<file path="config.mk">
export PLATFORM = sky130hd
export DESIGN_NAME = cop_seq_mul
export DESIGN_NICKNAME = d
export VERILOG_FILES = /design/src/rtl/cop_mul_pkg.sv /design/src/rtl/cop_mul_decode.sv /design/src/rtl/cop_mul_ctrl.sv /design/src/rtl/cop_mul_datapath.sv /design/src/rtl/cop_seq_mul.sv
export SDC_FILE = /design/constraint.sdc
export NUM_CORES = 1
export LEC_CHECK = 0
export ABC_CLOCK_PERIOD_IN_PS = 8800
export BUFFER_PORTS_ARGS = -buffer_cell sky130_fd_sc_hd__buf_2
export CORE_MARGIN = 4
export CORE_UTILIZATION = 60
export CTS_CLUSTER_DIAMETER = 50
export DETAILED_ROUTE_END_ITERATION = 10
export HOLD_SLACK_MARGIN = 0.02
export PLACE_DENSITY_LB_ADDON = 0.05
export SYNTH_ARGS = -nofsm -noshare
export SYNTH_HDL_FRONTEND = slang
export SYNTH_SLANG_ARGS = --single-unit
</file>
<file path="constraint.sdc">
create_clock -name clk -period 8.8 [get_ports clk]
set_input_delay 1.76 -clock clk [delete_from_list [all_inputs] [get_ports clk]]
set_output_delay 1.76 -clock clk [all_outputs]
set_load 0.005 [all_outputs]
</file>
<file path="src/rtl/cop_mul_pkg.sv">
package cop_mul_pkg;
  localparam logic [6:0] OPC_REG_OP = 7'b0110011;
  localparam logic [6:0] F7_MULDIV  = 7'b0000001;

  typedef enum logic [1:0] {ST_IDLE, ST_BUSY, ST_DONE} mul_state_e;

  typedef struct packed {
    logic hi;          // return upper half
    logic rs1_signed;
    logic rs2_signed;
  } mul_kind_t;
endpackage

</file>
<file path="src/rtl/cop_mul_decode.sv">
module cop_mul_decode
  import cop_mul_pkg::*;
(
  input  logic [31:0] insn_i,
  output logic        match_o,
  output mul_kind_t   kind_o
);
  logic [2:0] fn;
  assign fn = insn_i[14:12];

  always_comb begin
    match_o = (insn_i[6:0] == OPC_REG_OP) && (insn_i[31:25] == F7_MULDIV) && !fn[2];
    kind_o.hi         = (fn[1:0] != 2'b00);
    kind_o.rs1_signed = (fn[1:0] == 2'b01) || (fn[1:0] == 2'b10);
    kind_o.rs2_signed = (fn[1:0] == 2'b01);
  end
endmodule

</file>
<file path="src/rtl/cop_mul_ctrl.sv">
module cop_mul_ctrl
  import cop_mul_pkg::*;
#(
  parameter int XLEN = 32
) (
  input  logic      clk,
  input  logic      rst_n,
  input  logic      valid_i,
  input  logic      match_i,
  input  mul_kind_t kind_i,
  output logic      load_o,
  output logic      step_o,
  output logic      wait_o,
  output logic      ready_o
);
  localparam int CW = $clog2(2*XLEN + 1);

  mul_state_e    state_q, state_d;
  logic [CW-1:0] cnt_q, cnt_d;

  always_comb begin
    state_d = state_q;
    cnt_d   = cnt_q;
    load_o  = 1'b0;
    step_o  = 1'b0;
    case (state_q)
      ST_IDLE: begin
        if (valid_i && match_i) begin
          state_d = ST_BUSY;
          cnt_d   = kind_i.hi ? CW'(2*XLEN) : CW'(XLEN);
          load_o  = 1'b1;
        end
      end
      ST_BUSY: begin
        if (!valid_i) begin
          state_d = ST_IDLE;
        end else if (cnt_q == '0) begin
          state_d = ST_DONE;
        end else begin
          step_o = 1'b1;
          cnt_d  = cnt_q - CW'(1);
        end
      end
      default: state_d = ST_IDLE;
    endcase
  end

  always_ff @(posedge clk or negedge rst_n) begin
    if (!rst_n) begin
      state_q <= ST_IDLE;
      cnt_q   <= '0;
    end else begin
      state_q <= state_d;
      cnt_q   <= cnt_d;
    end
  end

  assign wait_o  = (state_q == ST_BUSY);
  assign ready_o = (state_q == ST_DONE);

  a_r8_ready_pulse: assert property (@(posedge clk) disable iff (!rst_n)
    ready_o |=> !ready_o);
  a_r9_idle_after_ready: assert property (@(posedge clk) disable iff (!rst_n)
    ready_o |=> !wait_o);
  a_r2_wait_held: assert property (@(posedge clk) disable iff (!rst_n)
    (wait_o && valid_i) |=> (wait_o || ready_o));
  a_r10_abort: assert property (@(posedge clk) disable iff (!rst_n)
    (wait_o && !valid_i) |=> (!wait_o && !ready_o));
  a_r1_claim_decoded: assert property (@(posedge clk) disable iff (!rst_n)
    $rose(wait_o) |-> ($past(match_i) && $past(valid_i)));
endmodule

</file>
<file path="src/rtl/cop_mul_datapath.sv">
module cop_mul_datapath
  import cop_mul_pkg::*;
#(
  parameter int XLEN = 32
) (
  input  logic            clk,
  input  logic            rst_n,
  input  logic            load_i,
  input  logic            step_i,
  input  mul_kind_t       kind_i,
  input  logic [XLEN-1:0] rs1_i,
  input  logic [XLEN-1:0] rs2_i,
  output logic [XLEN-1:0] rd_o
);
  localparam int PW = 2*XLEN;

  logic [PW-1:0] acc_q, acc_d, mcand_q, mcand_d, mplier_q, mplier_d;
  logic          hi_q, hi_d;
  logic          en;

  assign en = load_i | step_i;

  always_comb begin
    acc_d    = acc_q;
    mcand_d  = mcand_q;
    mplier_d = mplier_q;
    hi_d     = hi_q;
    if (load_i) begin
      acc_d    = '0;
      mcand_d  = {{XLEN{kind_i.rs1_signed & rs1_i[XLEN-1]}}, rs1_i};
      mplier_d = {{XLEN{kind_i.rs2_signed & rs2_i[XLEN-1]}}, rs2_i};
      hi_d     = kind_i.hi;
    end else if (step_i) begin
      acc_d    = mplier_q[0] ? (acc_q + mcand_q) : acc_q;
      mcand_d  = mcand_q << 1;
      mplier_d = mplier_q >> 1;
    end
  end

  always_ff @(posedge clk or negedge rst_n) begin
    if (!rst_n) begin
      acc_q    <= '0;
      mcand_q  <= '0;
      mplier_q <= '0;
      hi_q     <= 1'b0;
    end else if (en) begin
      acc_q    <= acc_d;
      mcand_q  <= mcand_d;
      mplier_q <= mplier_d;
      hi_q     <= hi_d;
    end
  end

  assign rd_o = hi_q ? acc_q[PW-1:XLEN] : acc_q[XLEN-1:0];

  a_r7_no_load_during_step: assert property (@(posedge clk) disable iff (!rst_n)
    !(load_i && step_i));
  a_r3_multiplier_drains: assert property (@(posedge clk) disable iff (!rst_n)
    step_i |=> (mplier_q[PW-1] == 1'b0));
endmodule

</file>
<file path="src/rtl/cop_seq_mul.sv">
module cop_seq_mul
  import cop_mul_pkg::*;
#(
  parameter int XLEN = 32
) (
  input  logic            clk,
  input  logic            rst_n,
  input  logic            cop_valid_i,
  input  logic [31:0]     cop_insn_i,
  input  logic [XLEN-1:0] cop_rs1_i,
  input  logic [XLEN-1:0] cop_rs2_i,
  output logic            cop_wr_o,
  output logic [XLEN-1:0] cop_rd_o,
  output logic            cop_wait_o,
  output logic            cop_ready_o
);
  logic [1:0] rst_sync_q;
  logic       rst_int_n;
  logic       match, load, step;
  mul_kind_t  kind;

  always_ff @(posedge clk or negedge rst_n) begin
    if (!rst_n) rst_sync_q <= 2'b00;
    else        rst_sync_q <= {rst_sync_q[0], 1'b1};
  end
  assign rst_int_n = rst_sync_q[1];

  cop_mul_decode u_dec (
    .insn_i  (cop_insn_i),
    .match_o (match),
    .kind_o  (kind)
  );

  cop_mul_ctrl #(.XLEN(XLEN)) u_ctrl (
    .clk     (clk),
    .rst_n   (rst_int_n),
    .valid_i (cop_valid_i),
    .match_i (match),
    .kind_i  (kind),
    .load_o  (load),
    .step_o  (step),
    .wait_o  (cop_wait_o),
    .ready_o (cop_ready_o)
  );

  cop_mul_datapath #(.XLEN(XLEN)) u_dp (
    .clk    (clk),
    .rst_n  (rst_int_n),
    .load_i (load),
    .step_i (step),
    .kind_i (kind),
    .rs1_i  (cop_rs1_i),
    .rs2_i  (cop_rs2_i),
    .rd_o   (cop_rd_o)
  );

  assign cop_wr_o = cop_ready_o;

  a_r11_quiet_in_reset: assert property (@(posedge clk)
    !rst_int_n |-> (!cop_wait_o && !cop_ready_o && !cop_wr_o));
endmodule

</file>
==> results by stage, run 1 <==
Outcome:
- The run finished with clean final reports.

Synthesis:
- After synthesis, the share of flip-flops with an asynchronous set or reset is 100%.
- The commonest cells after synthesis are 204 x dfrtp_1, 199 x nand2_1, 184 x nor2_1.
- The predominant post-synthesis flop cell is dfrtp_1.
- The cell area that synthesis handed to floorplanning was around 13000 sq um.
- After Yosys synthesis, full adders, half adders and majority gates account for 6.80% of the synthesized area.
- Of the total synthesized cell area, the portion taken by XOR and XNOR cells is 3.96%.
- The number of synthesized flops with an enable pin is 0.
- The post-synthesis share of cell area spent on and, or, nand and nor gates is around a fifth.
- The synthesized netlist net count is roughly 1700.
- The synthesized design spends more area on one cell type than any other, namely dfrtp_1.
- The largest family of logic cells by synthesized area is compound AO/OA/AOI/OAI gates.
- Of the synthesized area, sequential elements account for 40.5%.
- The post-synthesis register bit count is 204.
- dfrtp_1 is the most common cell in the netlist.
- During synthesis, Yosys emitted a total of 0 warnings.
- The number of standard cells after synthesis is 1520.
- Yosys mapped the design onto 75 distinct sky130hd cell types.
- Summing the areas of all compound-gate instances in the mapped netlist gives roughly 22% of the synthesized area.
- The average cell area after synthesis is about 8.3 sq um.
- In the synthesized netlist, mux cells make up 3.08% of the area.
- By area the synthesized netlist is led by dfrtp_1 40%, ha_1 6.6%, a21oi_1 6.0%, nand2_1 5.9%, nor2_1 5.5%.
- The top cell type by area accounts for just over 40% of the synthesized area.

Floorplanning:
- Measured along the x axis, the die boundary spans about 150 um.
- The floorplan step defined a die boundary enclosing 23400 sq um.
- The cell row count is 52.
- The die is 153 um tall.
- The core area is a little over 20000 sq um.
- During I/O placement, the number of pins put on the boundary was 134.
- For this configuration, the core starts out at a cell density of 61.8%.

Power:
- The maximum vdd ir drop is 119 uV.
- The leakage dissipation is roughly 0.0066 uW.
- For this design the ratio of total power to cell area is 148 nW/um^2.

Clocking:
- The number of buffers inserted during clock tree synthesis is 26.
- At the later pin of the worst-skew pair, clock insertion delay measures 0.53 ns.
- TritonCTS built the clock tree.
- After clock tree synthesis, the repair step resized 0 gates.
- Buffers inserted to repair hold after CTS numbered 0.
- The post-CTS setup-driven buffer insertion count is 0.
- In this run the number of H-tree levels came out at 1.
- The root buffer cell chosen for the clock tree is clkbuf_16.
- The clock tree buffer depth is 3.
- Clock-pin slew was measured on the worst setup and hold paths at 0.06 ns.
- For this design, the sink count on the clock tree is approximately 200.

STA:
- Derived from the worst setup path, the maximum achievable clock frequency is between 200 and 250 MHz.
- The slew at the pin with the worst max-slew slack is 1.06 ns.
- After layout, the minimum clock period comes to 4.09 ns.
- Setup violations remaining at the end of the flow were counted as 0.
- The number of hold-slack violations in the final timing report is 0.
- The final setup TNS is 0 ns.
- The number of max-slew violations in the final report is 0.
- The clock skew after layout is 0.00805 ns.
- Setup repair after global routing left no endpoint under its margin.
- The final cycle utilization of the critical path is 46.5%.
- Headroom to the max-slew limit came out at between 20% and 30%.

Finish:
- The net count of the finished layout is 1736.
- The share of post-route cells with drive strength above 1 is between 10 and 15%.
- Cells fill between 60 and 70% of the core in the end.
- The area growth from synthesis to layout is 12.1%.
- The number of antenna diodes in the final layout is 0.

Placement:
- The wire-length estimate of the detail-placed layout is 23.7 mm.
- At the end of routability-driven placement, the weighted congestion stood at 0.955.
- Input and output buffers added on the ports amount to 118.

Critical path:
- The arrival time of data at the critical path endpoint is 4.45 ns.
- The total buffers and inverters traversed by the critical path is 3.
- Walking the worst path, the cells encountered are buf_2 > nor4_1 > and3_1 > nor2_1 > inv_2 > buf_4 > nand3_1 > o21ai_0 > a22oi_1.
- The critical path's top delay family is buffers and inverters.
- The launching element type of the critical path is an input pin.
- For the worst setup path, the data required time is 9.16 ns.
- In this design, the stage delay of the slowest critical-path cell is 0.63 ns.
- The start-to-end type of the worst setup path is in2reg.
- STA classifies the critical path endpoint as a flop.
- Along the worst path, the maximum fanout reaches 44.
- For this design, the slowest cell found on the critical path is inv_2.

Routing:
- The total detailed-routing wirelength is 34.1 mm.
- For this block, the initial DRC count from the detailed router was 1213.
- The total number of vias is 11500.
- In this run the remaining antenna-violating nets after routing total 0.
- The via count normalized by instance count is approximately 6.2.
- The first detailed-routing pass ran for 5 iterations.
- The final routed wire length divided by cell count is 18.4 um.
- For this run, design rule violations remaining after detail routing come to 0.

Global routing:
- The first global-routing pass estimated 55.6 mm of wire.
- Summed over all layers, the global routing overflow is 0.
- The number of antenna violations at the first check in global routing is 2.
- Entering global routing, the biggest net connects 104 pins.
- The number of global-route vias before repair is 10600.
- The global router's overall resource usage is 28.3%.

Worst hold path:
- The worst hold path belongs to the class reg2async.

Flow run:
- Across the run, the number of max-cap violations was 0.
power breakdown:
part	internal (uW)	total [uW]	switching, uW
clock network	681	1110	426
registers	940	944	4.30
logic	16.4	41.7	25.3
flip-flops by register name (all words and copies together) (netlist names):
signal and flops:
rst_sync_q 2, u_ctrl.cnt_q 7, u_ctrl.state_q 2, u_dp.acc_q 64
u_dp.hi_q 1, u_dp.mcand_q 64, u_dp.mplier_q 64
cells by family (layout without fill, tap and decap cells):
kind of cell,Yosys count,count (layout)
compound gates,470,470
xor+xnor,57,57
fa+ha+maj,68,68
buf+inv,132,200
flops,204,204
mux,35,35
other cells,1,1
simple gates,553,553
metrics by stage:
stage	cells	setup slack, ns	power, uW	area (sq um)	hold WS (ns)
6_report	1858	4.71	2090	14100	0.292
3_5_place_dp	1811	4.13	1000	13200	0.311
4_1_cts	1858	4.70	2110	14100	0.316
3_3_place_gp	1811	4.14	1000	13200	0.306
5_1_grt	1858	4.50	2160	14100	0.340
2_1_floorplan	1520	2.69	976	12600	0.331
layer usage:
layer	wire length, um	global-route usage [%]	vias up
met5	25	0	-
met1	15600	42.0	5458
li1	-	-	5518
met4	1090	8.32	4
met2	15000	42.3	391
met3	2370	5.40	79
layout by cell type (no fill, tap or decap), types with 32 or more instances in the layout:
master / n
xnor2_1: 32
a31oi_1: 62
nand3_1: 71
nand2_1: 198
nor2_1: 184
ha_1: 67
buf_2: 118
o21ai_0: 110
a21oi_1: 152
dfrtp_1: 203
final cells by class:
class / count / area, sq um
Inverter: 24 / 90.1
Multi-Input combinational cell: 1184 / 7020
Fill cell: 1674 / 6280
Tap cell: 270 / 338
Clock inverter: 13 / 183
Sequential cell: 204 / 5110
Clock buffer: 34 / 731
Timing Repair Buffer: 129 / 673
path summary, 6_finish.rpt:
path	cells after the start	startpoint	endpoint	slack (ns)
worst max-delay path	9	cop_insn_i[27]	u_ctrl.cnt_q[5]	4.71
worst min-delay path	0	rst_sync_q[1]	u_dp.mplier_q[19]	0.29
worst max register to register	12	u_dp.mcand_q[0]	u_dp.acc_q[60]	5.14
worst min register to register	0	rst_sync_q[1]	u_dp.mplier_q[19]	0.29
max in group asynchronous	2	rst_sync_q[1]	u_dp.acc_q[44]	6.75
min in group clk	0	rst_sync_q[0]	rst_sync_q[1]	0.35
Note: power is estimated with default switching activity, not from simulation.
==> run 2: changes to the inputs <==
--- a/config.mk
+++ b/config.mk
@@ -5,10 +5,11 @@
 export SDC_FILE = /design/constraint.sdc
 export NUM_CORES = 1
 export LEC_CHECK = 0
-export ABC_CLOCK_PERIOD_IN_PS = 8800
+export ABC_AREA = 1
+export ABC_CLOCK_PERIOD_IN_PS = 3400
 export BUFFER_PORTS_ARGS = -buffer_cell sky130_fd_sc_hd__buf_2
 export CORE_MARGIN = 4
-export CORE_UTILIZATION = 60
+export CORE_UTILIZATION = 55
 export CTS_CLUSTER_DIAMETER = 50
 export DETAILED_ROUTE_END_ITERATION = 10
 export HOLD_SLACK_MARGIN = 0.02
==> constraint.sdc (replaced) <==
create_clock -name clk -period 3.4 [get_ports clk]
set_input_delay 0.68 -clock clk [delete_from_list [all_inputs] [get_ports clk]]
set_output_delay 0.68 -clock clk [all_outputs]
set_load 0.005 [all_outputs]
==> run 2 against run 1 <==
Against the previous run:
- via count is 29% higher
- clock skew is 0.0041 ns higher
- final cell count is 50% higher
- largest power group unchanged
- sequential share of layout area is 5.2 points lower
- power grew to 2.7 times the previous value
- highest routed layer unchanged
- routed wire length is 34% higher
- global-route usage is 3.1 points higher
- critical path depth is 6 lower
- non-clock buffer count is 10 higher
- utilization is 6.2 points lower
- sequential cell count stayed put
- first-iteration DRC count is 20% higher
==> results by stage, run 2 <==
Floorplanning:
- The initial utilization of the core area, before any placement, comes to 56.1%.
- The core region is 26200 sq um.
- The count of pins on the block boundary is about 130.
- The overall die height is 172 um.
- The floorplan step defined a die boundary enclosing around 29000 sq um.
- From left edge to right edge, the die measures 172 um.
- The cell row count is just under 60.

Synthesis:
- The number of distinct library cell variants in the gate-level netlist after synthesis is 38.
- The fraction of the yosys area taken by sequential cells is 34.7%.
- By area the synthesized netlist is led by dfrtp_1 35%, nand2_1 20%, inv_1 11%, o21ai_0 8.2%, ha_1 5.7%.
- The most used standard cell by instance count after synthesis is nand2_1.
- By area, the combinational part of the netlist is dominated by simple AND/OR/NAND/NOR gates.
- After synthesis, the mean cell area works out to between 6 and 7 sq um.
- The post-synthesis share of cell area spent on and, or, nand and nor gates is around 30%.
- The number of synthesized flops with an enable pin is 0.
- The number of standard cells after synthesis is between 2000 and 2500.
- The fraction of the mapped netlist area in compound gates is roughly 14%.
- The share of the synthesized area in the top cell type is a little over a third.
- The count of yosys warnings during synthesis is 0.
- The mapped cell area is between 10000 and 15000 sq um.
- The synthesized netlist devotes 5.84% of its cell area to adder and majority cells.
- For this run, the leading register cell type out of synthesis is dfrtp_1.
- After synthesis, the most frequently instantiated cells are 780 x nand2_1, 444 x inv_1, 240 x o21ai_0.
- In the synthesized netlist the async set-or-reset flop fraction comes to 100%.
- In this run, synthesis produced a sequential element count of slightly above 200.
- The cell taking the most area after synthesis is dfrtp_1.
- The post-synthesis xor/xnor area fraction is less than 1%.
- Multiplexer cells account for 0% of the synthesized area.
- When the netlist entered floorplanning its net count stood at 2507.

Critical path:
- At the worst endpoint, the arrival time is 2.18 ns.
- The reg-to-reg startpoint is u_dp.mcand_q[0].
- The count of cells along the worst register-to-register path is 14.
- The peak fanout along the critical path is 45.
- The worst setup path is captured at an output pin.
- The endpoint of the lowest-slack register-to-register path is u_dp.acc_q[44].
- The slack of the worst reg-to-reg path is 0.64 ns.
- For the worst setup path, the data required time is between 2 and 3 ns.
- The start-to-end type of the worst setup path is reg2out.
- The launching element type of the critical path is a flop.

STA:
- Summed over all failing endpoints, the final setup total negative slack is 0 ns.
- The post-route minimum period is about 2.9 ns.
- The final cycle utilization of the critical path is 84.1%.
- Setup repair after global routing left no endpoint under its margin.
- The maximum operating frequency is between 300 and 400 MHz.
- The number of hold-slack violations in the final timing report was 0.
- The clock arrives with ~0.012 ns of skew.
- The number of max-slew violations in the final report is 0.
- The worst slew margin relative to its limit is 31.1%.
- The setup violation total in the final timing report is 0.
- At the pin with the least slew margin, the transition time is 1.03 ns.

Finish:
- The multi-input combinational cell area is 7560 sq um.
- From synthesis to final layout, the design area changed by 12.4%.
- In the layout the commonest cells are 779 x nand2_1, 444 x inv_1, 240 x o21ai_0, 216 x nor2_1, 202 x dfrtp_1.
- The post-route netlist has 8.46% of its cells at a drive strength greater than 1.
- The largest registers in the layout are u_dp.acc_q x64, u_dp.mcand_q x64, u_dp.mplier_q x64.
- The final standard cell count with taps included and fillers excluded is roughly 2800.
- The net count of the finished layout is 2604.
- The number of antenna diodes is 0.
- The register cell area after layout is 5110 sq um.
- The most common cell after layout, fill and taps aside is nand2_1.
- After filler insertion, the fill cell instance count of the layout stands at 2562.

Power:
- The switching part of the total is between 20% and 30%.
- Internal power comes to around 4200 uW.
- Summed over all cells, the static leakage comes to 0.00969 uW.
- The clock network accounts for 52.4% of the total power.
- The power density of the placed cells is 341 nW/um^2.
- In this run, the combinational gates consume under 10% of the power.
- The switching power is approximately 1400 uW.
- The maximum vdd ir drop is 382 uV.
- Of the total power, registers draw a little over two fifths.

Clocking:
- The clock-pin slew on the worst setup and hold paths is 0.06 ns.
- At the later pin of the worst-skew pair, clock insertion delay measures 0.57 ns.
- The CTS sink count is a little over 200.
- TritonCTS created 29 clock buffers.
- The root buffer cell chosen for the clock tree is clkbuf_16.
- The clock tree from TritonCTS is done.
- CTS built an H-tree with a depth of 1.
- The clock tree buffer depth is 3.

Routing:
- The total detailed-routing wirelength is between 40 and 50 mm.
- The first TritonRoute pass finished after 6 iterations.
- The number of remaining DRC errors is 0.
- After the first detailed-routing iteration, the DRC count stood at 1460.
- The routed layout has 14800 vias.
- Using the TritonRoute via totals, the vias-per-cell ratio works out to 5.28.
- The final routed wire length divided by cell count is 16.3 um.
- The count of nets left with antenna violations after detail routing is 0.

Global routing:
- The global router's overall resource usage is between 30% and 40%.
- The number of antenna violations at the first check in global routing was 1.
- The global-route wire length before repair is 73.0 mm.
- The number of global-route vias before repair was between 10000 and 15000.
- The total overflow left after global routing is 0.
- The maximum number of pins on one net before global-route repair is 65.

Placement:
- In this run the tool buffered the top-level ports with 118 buffer cells.
- The post-detailed-placement half-perimeter wirelength is 35.5 mm.
- The global placement routability congestion is 1.04.
- The cell count after placement is 2740.

Worst hold path:
- The worst hold path begins at cop_rs1_i[3].
- Counting instances, the worst hold path has a depth of 3.
- The endpoint with the worst hold slack is u_dp.mcand_q[3].
- In this run the worst hold path is classified as in2reg.

Outcome:
- The run finished with clean final reports.

Flow run:
- The max-cap violation count is 0.
run 2: cell types whose count changed after synthesis, sizes merged, moves of 21 or more:
cell	before	now
nand2	199	781
inv	24	447
xnor2	32	11
o21ai	133	252
a31oi	63	2
xor2	25	3
a21oi	153	121
nor2	184	219
a21o	24	0
mux2	31	0
buf	23	46
clkbuf	85	27
run 2: metal layers:
layer  GRT usage, %  vias up  share of wire (%)
met5              0        -              0.029
li1               -     7414                  -
met1           45.7     6800                 46
met4           8.92        2                3.2
met3           3.24       75                6.5
met2           49.9      459                 44
run 2: final cells by class:
type | count | share of cell area, %
repair buffers | 139 | 4.85
multi-input cells | 1616 | 45.8
flip-flops and latches | 204 | 30.9
inverters | 447 | 10.2
clock inverters | 18 | 1.05
well taps | 335 | 2.54
clock buffers | 35 | 4.71
run 2: timing repair:
| action | CTS | global route |
|---|---|---|
| endpoints found under the hold margin | 2 | 0 |
| setup buffers | 0 | 0 |
| gates resized for setup | 0 | 0 |
| hold buffers | 1 | 0 |
run 2: worst max path at each step:
| stage | to | start | slack [ns] | depth (start not counted) |
|---|---|---|---|---|
| 5_1_grt | u_dp.acc_q[35] | u_ctrl.cnt_q[0] | 0.49 | 10 |
| 3_5_place_dp | u_dp.acc_q[35] | cop_insn_i[29] | 0.54 | 9 |
| 3_3_place_gp | u_dp.acc_q[35] | cop_insn_i[29] | 0.62 | 9 |
| 4_1_cts | cop_rd_o[0] | u_dp.hi_q | 0.61 | 3 |
| 6_report | cop_rd_o[0] | u_dp.hi_q | 0.54 | 3 |
| 2_1_floorplan | u_ctrl.cnt_q[0] | rst_sync_q[1] | 0.04 | 0 |
run 2: power by group through the flow:
stage / clock, uW / sequential [uW] / combinational, uW
5_1_grt: 3100 / 2450 / 251
4_1_cts: 3000 / 2450 / 223
3_5_place_dp: 0 / 2500 / 221
6_report: 2950 / 2450 / 224
2_1_floorplan: 0 / 2510 / 80.4
3_3_place_gp: 0 / 2500 / 219
run 2: worst max-delay path, cell delays in order (launching register included):
cell and delay [ns]:
dfrtp_2 0.58, buf_12 0.25, o21ai_0 0.54, buf_2 0.23
run 2: kinds of logic after synthesis:
kind of cell	after synthesis
compound gates	409
xor+xnor	14
flops	204
other cells	1
fa+ha+maj	68
buf+inv	520
simple gates	1124
run 2: metrics by stage:
step	setup slack, ns	hold WS, ns	util, %	instance area (sq um)	total power (uW)
5_1_grt	0.492	0.376	63.1	16500	5810
3_5_place_dp	0.536	0.366	59.4	15600	2720
6_report	0.539	0.372	63.1	16500	5630
4_1_cts	0.608	0.345	63.1	16500	5670
2_1_floorplan	0.0402	0.331	-	14700	2590
3_3_place_gp	0.617	0.338	59.4	15600	2710
